==> src/rtl/mem_router_pkg.sv <==
package mem_router_pkg;
    localparam int DATA_W = 16;
    localparam int BYTE_W = 8;

    typedef enum logic [1:0] {
        RGN_ROM = 2'd0,
        RGN_IO  = 2'd1,
        RGN_RAM = 2'd2
    } region_e;
endpackage

==> src/rtl/mem_router_decode.sv <==
module mem_router_decode
    import mem_router_pkg::*;
(
    input  logic [1:0] addr_hi,
    output region_e    region
);
    // Bit 15 wins: the whole upper half is RAM; bit 14 then splits I/O from program store
    always_comb begin
        if (addr_hi[1])      region = RGN_RAM;
        else if (addr_hi[0]) region = RGN_IO;
        else                 region = RGN_ROM;
    end
endmodule

==> src/rtl/mem_router_lane.sv <==
module mem_router_lane
    import mem_router_pkg::*;
(
    input  logic              byte_mode,
    input  logic              lane_hi,
    input  logic [DATA_W-1:0] rd_word,
    input  logic [DATA_W-1:0] wr_src,
    output logic [DATA_W-1:0] rd_out,
    output logic [DATA_W-1:0] wr_word,
    output logic [1:0]        wr_be
);
    always_comb begin
        rd_out = rd_word;
        if (byte_mode) begin
            rd_out = '0;
            rd_out[BYTE_W-1:0] = lane_hi ? rd_word[DATA_W-1:BYTE_W] : rd_word[BYTE_W-1:0];
        end
    end

    always_comb begin
        if (byte_mode) begin
            wr_word = {wr_src[BYTE_W-1:0], wr_src[BYTE_W-1:0]};
            wr_be   = lane_hi ? 2'b10 : 2'b01;
        end else begin
            wr_word = wr_src;
            wr_be   = 2'b11;
        end
    end
endmodule

==> src/rtl/mem_router_io.sv <==
module mem_router_io
    import mem_router_pkg::*;
#(
    parameter int IDX_W = 13,
    parameter int CNT_W = 16
) (
    input  logic              clk,
    input  logic              rst_n,
    input  logic              io_sel,
    input  logic              io_wr,
    input  logic              io_rd,
    input  logic [IDX_W-1:0]  io_idx,
    input  logic [BYTE_W-1:0] io_wdata,
    output logic [DATA_W-1:0] io_rdata,
    output logic [BYTE_W-1:0] tx_data,
    output logic              tx_valid,
    input  logic [BYTE_W-1:0] rx_data,
    input  logic              rx_valid,
    output logic              rx_pop
);
    localparam logic [IDX_W-1:0] IDX_CNT = IDX_W'(0);
    localparam logic [IDX_W-1:0] IDX_TX  = IDX_W'(1);
    localparam logic [IDX_W-1:0] IDX_RX  = IDX_W'(2);

    typedef struct packed {
        logic [CNT_W-1:0]  cnt;
        logic [BYTE_W-1:0] tx_data;
        logic              tx_valid;
    } io_state_t;

    io_state_t st_d, st_q;
    logic      wr_tx;

    assign wr_tx = io_sel && io_wr && (io_idx == IDX_TX);

    always_comb begin
        st_d          = st_q;
        st_d.cnt      = st_q.cnt + 1'b1;
        st_d.tx_valid = wr_tx;
        if (wr_tx) st_d.tx_data = io_wdata;
    end

    always_ff @(posedge clk or negedge rst_n) begin
        if (!rst_n) st_q <= '0;
        else        st_q <= st_d;
    end

    always_comb begin
        io_rdata = '0;
        unique case (io_idx)
            IDX_CNT: io_rdata[CNT_W-1:0]  = st_q.cnt;
            IDX_TX:  io_rdata[BYTE_W-1:0] = st_q.tx_data;
            IDX_RX:  io_rdata[BYTE_W:0]   = {rx_valid, rx_data};
            default: io_rdata = '0;
        endcase
    end

    assign tx_data  = st_q.tx_data;
    assign tx_valid = st_q.tx_valid;
    assign rx_pop   = io_sel && io_rd && (io_idx == IDX_RX) && rx_valid;

    // counter advances by one on every edge out of reset
    assert_cnt_step_R6: assert property (@(posedge clk) disable iff (!rst_n)
        1'b1 |=> st_q.cnt == $past(st_q.cnt) + 1'b1);
    // strobe only follows a store to the transmit word
    assert_tx_pulse_R7: assert property (@(posedge clk) disable iff (!rst_n)
        tx_valid |-> $past(io_sel && io_wr && io_idx == IDX_TX));
    // strobed byte is the stored byte
    assert_tx_capture_R7: assert property (@(posedge clk) disable iff (!rst_n)
        tx_valid |-> tx_data == $past(io_wdata));
    // held byte changes only with a strobe
    assert_tx_hold_R7: assert property (@(posedge clk) disable iff (!rst_n)
        !tx_valid |-> $stable(tx_data));
endmodule

==> src/rtl/mem_router.sv <==
module mem_router
    import mem_router_pkg::*;
#(
    parameter int ADDR_W = 16,
    parameter int CNT_W  = 16
) (
    input  logic                clk,
    input  logic                rst_n,
    input  logic [ADDR_W-1:0]   cpu_addr,
    input  logic                cpu_rd,
    input  logic                cpu_wr,
    input  logic                cpu_byte,
    input  logic [15:0]         cpu_wdata,
    output logic [15:0]         cpu_rdata,
    output logic [ADDR_W-4:0]   rom_addr,
    input  logic [15:0]         rom_rdata,
    output logic [ADDR_W-3:0]   ram_addr,
    output logic                ram_we,
    output logic [1:0]          ram_be,
    output logic [15:0]         ram_wdata,
    input  logic [15:0]         ram_rdata,
    output logic [7:0]          tx_data,
    output logic                tx_valid,
    input  logic [7:0]          rx_data,
    input  logic                rx_valid,
    output logic                rx_pop
);
    localparam int SMALL_IDX_W = ADDR_W - 3;

    region_e           region;
    logic [DATA_W-1:0] io_rdata;
    logic [DATA_W-1:0] word_rd;
    logic [1:0]        lane_be;

    mem_router_decode u_decode (
        .addr_hi (cpu_addr[ADDR_W-1:ADDR_W-2]),
        .region  (region)
    );

    mem_router_io #(.IDX_W(SMALL_IDX_W), .CNT_W(CNT_W)) u_io (
        .clk      (clk),
        .rst_n    (rst_n),
        .io_sel   (region == RGN_IO),
        .io_wr    (cpu_wr),
        .io_rd    (cpu_rd),
        .io_idx   (cpu_addr[ADDR_W-3:1]),
        .io_wdata (cpu_wdata[BYTE_W-1:0]),
        .io_rdata (io_rdata),
        .tx_data  (tx_data),
        .tx_valid (tx_valid),
        .rx_data  (rx_data),
        .rx_valid (rx_valid),
        .rx_pop   (rx_pop)
    );

    always_comb begin
        unique case (region)
            RGN_ROM: word_rd = rom_rdata;
            RGN_IO:  word_rd = io_rdata;
            default: word_rd = ram_rdata;
        endcase
    end

    mem_router_lane u_lane (
        .byte_mode (cpu_byte),
        .lane_hi   (cpu_addr[0]),
        .rd_word   (word_rd),
        .wr_src    (cpu_wdata),
        .rd_out    (cpu_rdata),
        .wr_word   (ram_wdata),
        .wr_be     (lane_be)
    );

    assign rom_addr = cpu_addr[ADDR_W-3:1];
    assign ram_addr = cpu_addr[ADDR_W-2:1];
    assign ram_we   = cpu_wr && (region == RGN_RAM);
    assign ram_be   = lane_be;

    // exactly one target decoded
    assert_one_region_R1: assert property (@(posedge clk) disable iff (!rst_n)
        $onehot({region == RGN_ROM, region == RGN_IO, region == RGN_RAM}));
    // program window stores never reach RAM
    assert_rom_no_write_R3: assert property (@(posedge clk) disable iff (!rst_n)
        (cpu_wr && cpu_addr[ADDR_W-1:ADDR_W-2] == 2'b00) |-> !ram_we);
    // byte stores touch one lane, word stores both
    assert_byte_lane_R5: assert property (@(posedge clk) disable iff (!rst_n)
        ram_we |-> $countones(ram_be) == (cpu_byte ? 1 : 2));
    // byte loads never carry an upper byte
    assert_byte_zext_R4: assert property (@(posedge clk) disable iff (!rst_n)
        cpu_byte |-> cpu_rdata[15:8] == 8'h00);
endmodule

==> config.mk <==
export PLATFORM = sky130hd
export DESIGN_NAME = mem_router
export DESIGN_NICKNAME = d
export VERILOG_FILES = /design/src/rtl/mem_router_pkg.sv /design/src/rtl/mem_router_decode.sv /design/src/rtl/mem_router_lane.sv /design/src/rtl/mem_router_io.sv /design/src/rtl/mem_router.sv
export SDC_FILE = /design/constraint.sdc
export NUM_CORES = 1
export LEC_CHECK = 0
export ABC_CLOCK_PERIOD_IN_PS = 1300
export BUFFER_PORTS_ARGS = -buffer_cell sky130_fd_sc_hd__buf_2
export CAP_MARGIN = 40
export CORE_UTILIZATION = 37
export DETAILED_ROUTE_END_ITERATION = 8
export HOLD_SLACK_MARGIN = 0.06
export PLACE_DENSITY = 0.89
export SYNTH_ARGS = -nofsm -noshare
export SYNTH_HDL_FRONTEND = slang
export SYNTH_SLANG_ARGS = --single-unit
==> constraint.sdc <==
create_clock -name clk -period 1.3 [get_ports clk]
set_input_delay 0 -clock clk [delete_from_list [all_inputs] [get_ports clk]]
set_output_delay 0 -clock clk [all_outputs]
set_load 0.02 [all_outputs]
==> metrics <==
Slew headroom about 61%; P_leak around 0.0017 uW; largest net degree at the start of global routing 26; Worst setup SP type primary input; WL/cell 17.50 um; number of distinct library cells after synthesis 34; CP max stage cell or4_4; Site Rows 27; Reg2Reg Depth 5; Post-synth ARST share 100.0%; DRT antenna net count 0; crit path DAT approximately 1.6 ns; post-synthesis register bit count 25; fill cell count between 400 and 500; Total Wirelength 7.667 mm; synth top area cells dfrtp_1 30%, buf_4 15%, mux2_2 9.2%; Clock Path Buffers 2; RSZ-0062 raised after global routing yes; fin crit share 119.2%; core area about 5500 um2; CP max stage delay roughly 0.57 ns; failing checks negative setup slack; Hold Vio Cnt, Final 0; CTS tree built; Synth top cells by count 43 x buf_4, 25 x dfrtp_1, 24 x a21oi_1, 17 x mux2_2, 12 x nor2_1; vias per cell 5.226; max-cap violations 0; crit path kind in2out; Slew Limit Fails 0; Port Buffer Count ~150; critical path required time about 1.3 ns; initial antenna violation count 1; placed cell areas just under 3000 um2; DRC 0; RR Endpoint u_io.st_q[20]$_DFF_PN0_; Crit. End Element output pin; Syn Area/Cell 9.460 um2; mapped cell area between 2000 and 2500 um2; # setup viols final 27; Final min period 1.549 ns; Post-DP HPWL around 5.5 mm; crit path cell chain buf_6 > or4_4 > buf_6 > nor4_4 > buf_6 > a21oi_4 > a21oi_2 > buf_6; Iteration-0 DRC Markers roughly 100; Starting Density 38.20%; post-synthesis sequential area ratio between 20% and 30%; pwr dens ~620 nW/um2; Final #Nets 446; dpl ws -0.3452 ns; Max FO, Critical Path 7; Finished Cell Area between 3000 and 4000 um2; routability cong. just under 0.9; synthesized instance count between 200 and 250; Num CTS Buffers 3; share of layout cells above drive strength 1 between 60% and 70%; most frequent cell after synthesis buf_4; vias after detailed routing between 2000 and 2500; CTS sink count 25; die width 77.17 um; status finished with violations; CP startpoint cpu_addr[12]; DRT Pass-1 Iters 4; main flop type after synthesis dfrtp_1; I/O pins 150; cell accounting for the most synthesized area dfrtp_1; Worst-Margin Slew 0.5846 ns; Final WS setup -0.2492 ns; EDFF count, synth 0; Clk Latency, worst-skew pair 0.27 ns; Die H a little under 80 um; GR Overflow Total 0; Synth top area share between 20% and 30%; min-delay worst type in2reg; vias in the first global route roughly 2200; hold_ws between 0.15 and 0.2 ns; Core Util, Final between 60% and 70%; Critical path destination cpu_rdata[6]; synthesis-to-finish area growth 58.65%; worst reg2reg startpoint u_io.st_q[17]$_DFF_PN0_; YS warnings 0; Die ar. around 6000 um2; # diodes 0; H-tree levels 1; first-pass GRT wire length about 11 mm; Reg2Reg Setup Slack -0.04 ns; most used cell, CP buf_6; Max VDD drop slightly above 0.0003 V; Clock transition at path regs 0.08 ns; Fmax roughly 0.65 GHz; Total GRT Usage between 20% and 30%; CTS Root Cell clkbuf_8; clk_skew 0.003389 ns; Net Count, Synth 300
-- cells by family (layout without fill, tap and decap cells) --
kind of cell / Yosys count / in the layout / share of synthesized area, %
buf+inv: 57 / 202 / 18.79
xor+xnor: 14 / 14 / 5.865
flops: 25 / 25 / 29.92
compound gates: 49 / 49 / 16.70
fa+ha+maj: 1 / 1 / 0.5983
mux: 25 / 25 / 12.99
simple gates: 50 / 50 / 15.14
-- final cells by class --
type	instances	area, um2	share of cell area, %
flip-flops and latches	25	628.1	18.94
clock buffers	4	45.04	1.358
repair buffers	195	1242	37.46
inverters	3	11.26	0.3395
well taps	72	90.09	2.716
multi-input cells	139	1300	39.19
-- power by group --
group	leakage [uW]	switching [uW]	internal, uW
Combinational	0.00136	449	370
Sequential	0.000333	0.162	777
Clock	0.0000228	243	220
Total	0.00172	692	1370
-- cells in the final DEF (no fill, tap or decap), drive strengths merged, types with 5 or more instances in the layout --
cell type,Yosys,final
nor4,5,5
a21oi,24,24
a221o,8,8
xnor2,8,8
nand3,7,7
a22o,8,8
dfrtp,25,25
mux2,17,17
dlygate4sd3,0,9
mux2i,8,8
o2bb2ai,8,8
xor2,6,6
nor2,12,12
buf,48,186
-- state kept, by name, summed over array words and instances, names as in the netlist --
register and cells:
u_io.st_q 16, u_io.tx_data 8, u_io.tx_valid 1
-- worst max-delay path: cells and delay by family --
| family | cells | cell delay (ns) |
|---|---|---|
| simple gates | 2 | 0.70 |
| buf+inv | 4 | 0.59 |
| compound gates | 2 | 0.24 |
-- routing by layer --
metal | global-route usage, % | routed length, um | up-vias
li1 | - | - | 1056
met1 | 26.56 | 2958 | 1114
met2 | 44.07 | 4150 | 98
met3 | 3.690 | 361 | 19
met4 | 9.623 | 184 | 2
met5 | 0 | 11 | -
-- how the worst min path moves through the flow --
stage / start / end / cells past startpoint
floorplan: rst_n / u_io.st_q[10]$_DFF_PN0_ / 0
global placement: rst_n / u_io.st_q[21]$_DFF_PN0_ / 1
detailed placement: rst_n / u_io.st_q[21]$_DFF_PN0_ / 1
CTS: cpu_wr / u_io.tx_valid$_DFF_PN0_ / 4
global route: cpu_wr / u_io.tx_valid$_DFF_PN0_ / 4
finish: cpu_wr / u_io.tx_valid$_DFF_PN0_ / 4
-- timing repair --
item / CTS / global route
resized for setup: 33 / 33
hold buffers: 9 / 0
setup endpoints to repair: 27 / 32
buffers inserted: 0 / 6
pin swaps: 6 / 11
endpoints found under the hold margin: 33 / 0
-- stage by stage --
step | setup TNS (ns) | cells | total power (uW)
floorplan | -2.558 | 221 | 1257
global placement | -6.636 | 419 | 1504
detailed placement | -6.792 | 419 | 1519
CTS | -3.652 | 432 | 2032
global route | -5.269 | 438 | 2138
finish | -3.748 | 438 | 2059
No activity file was read; power rests on OpenSTA's default activity.
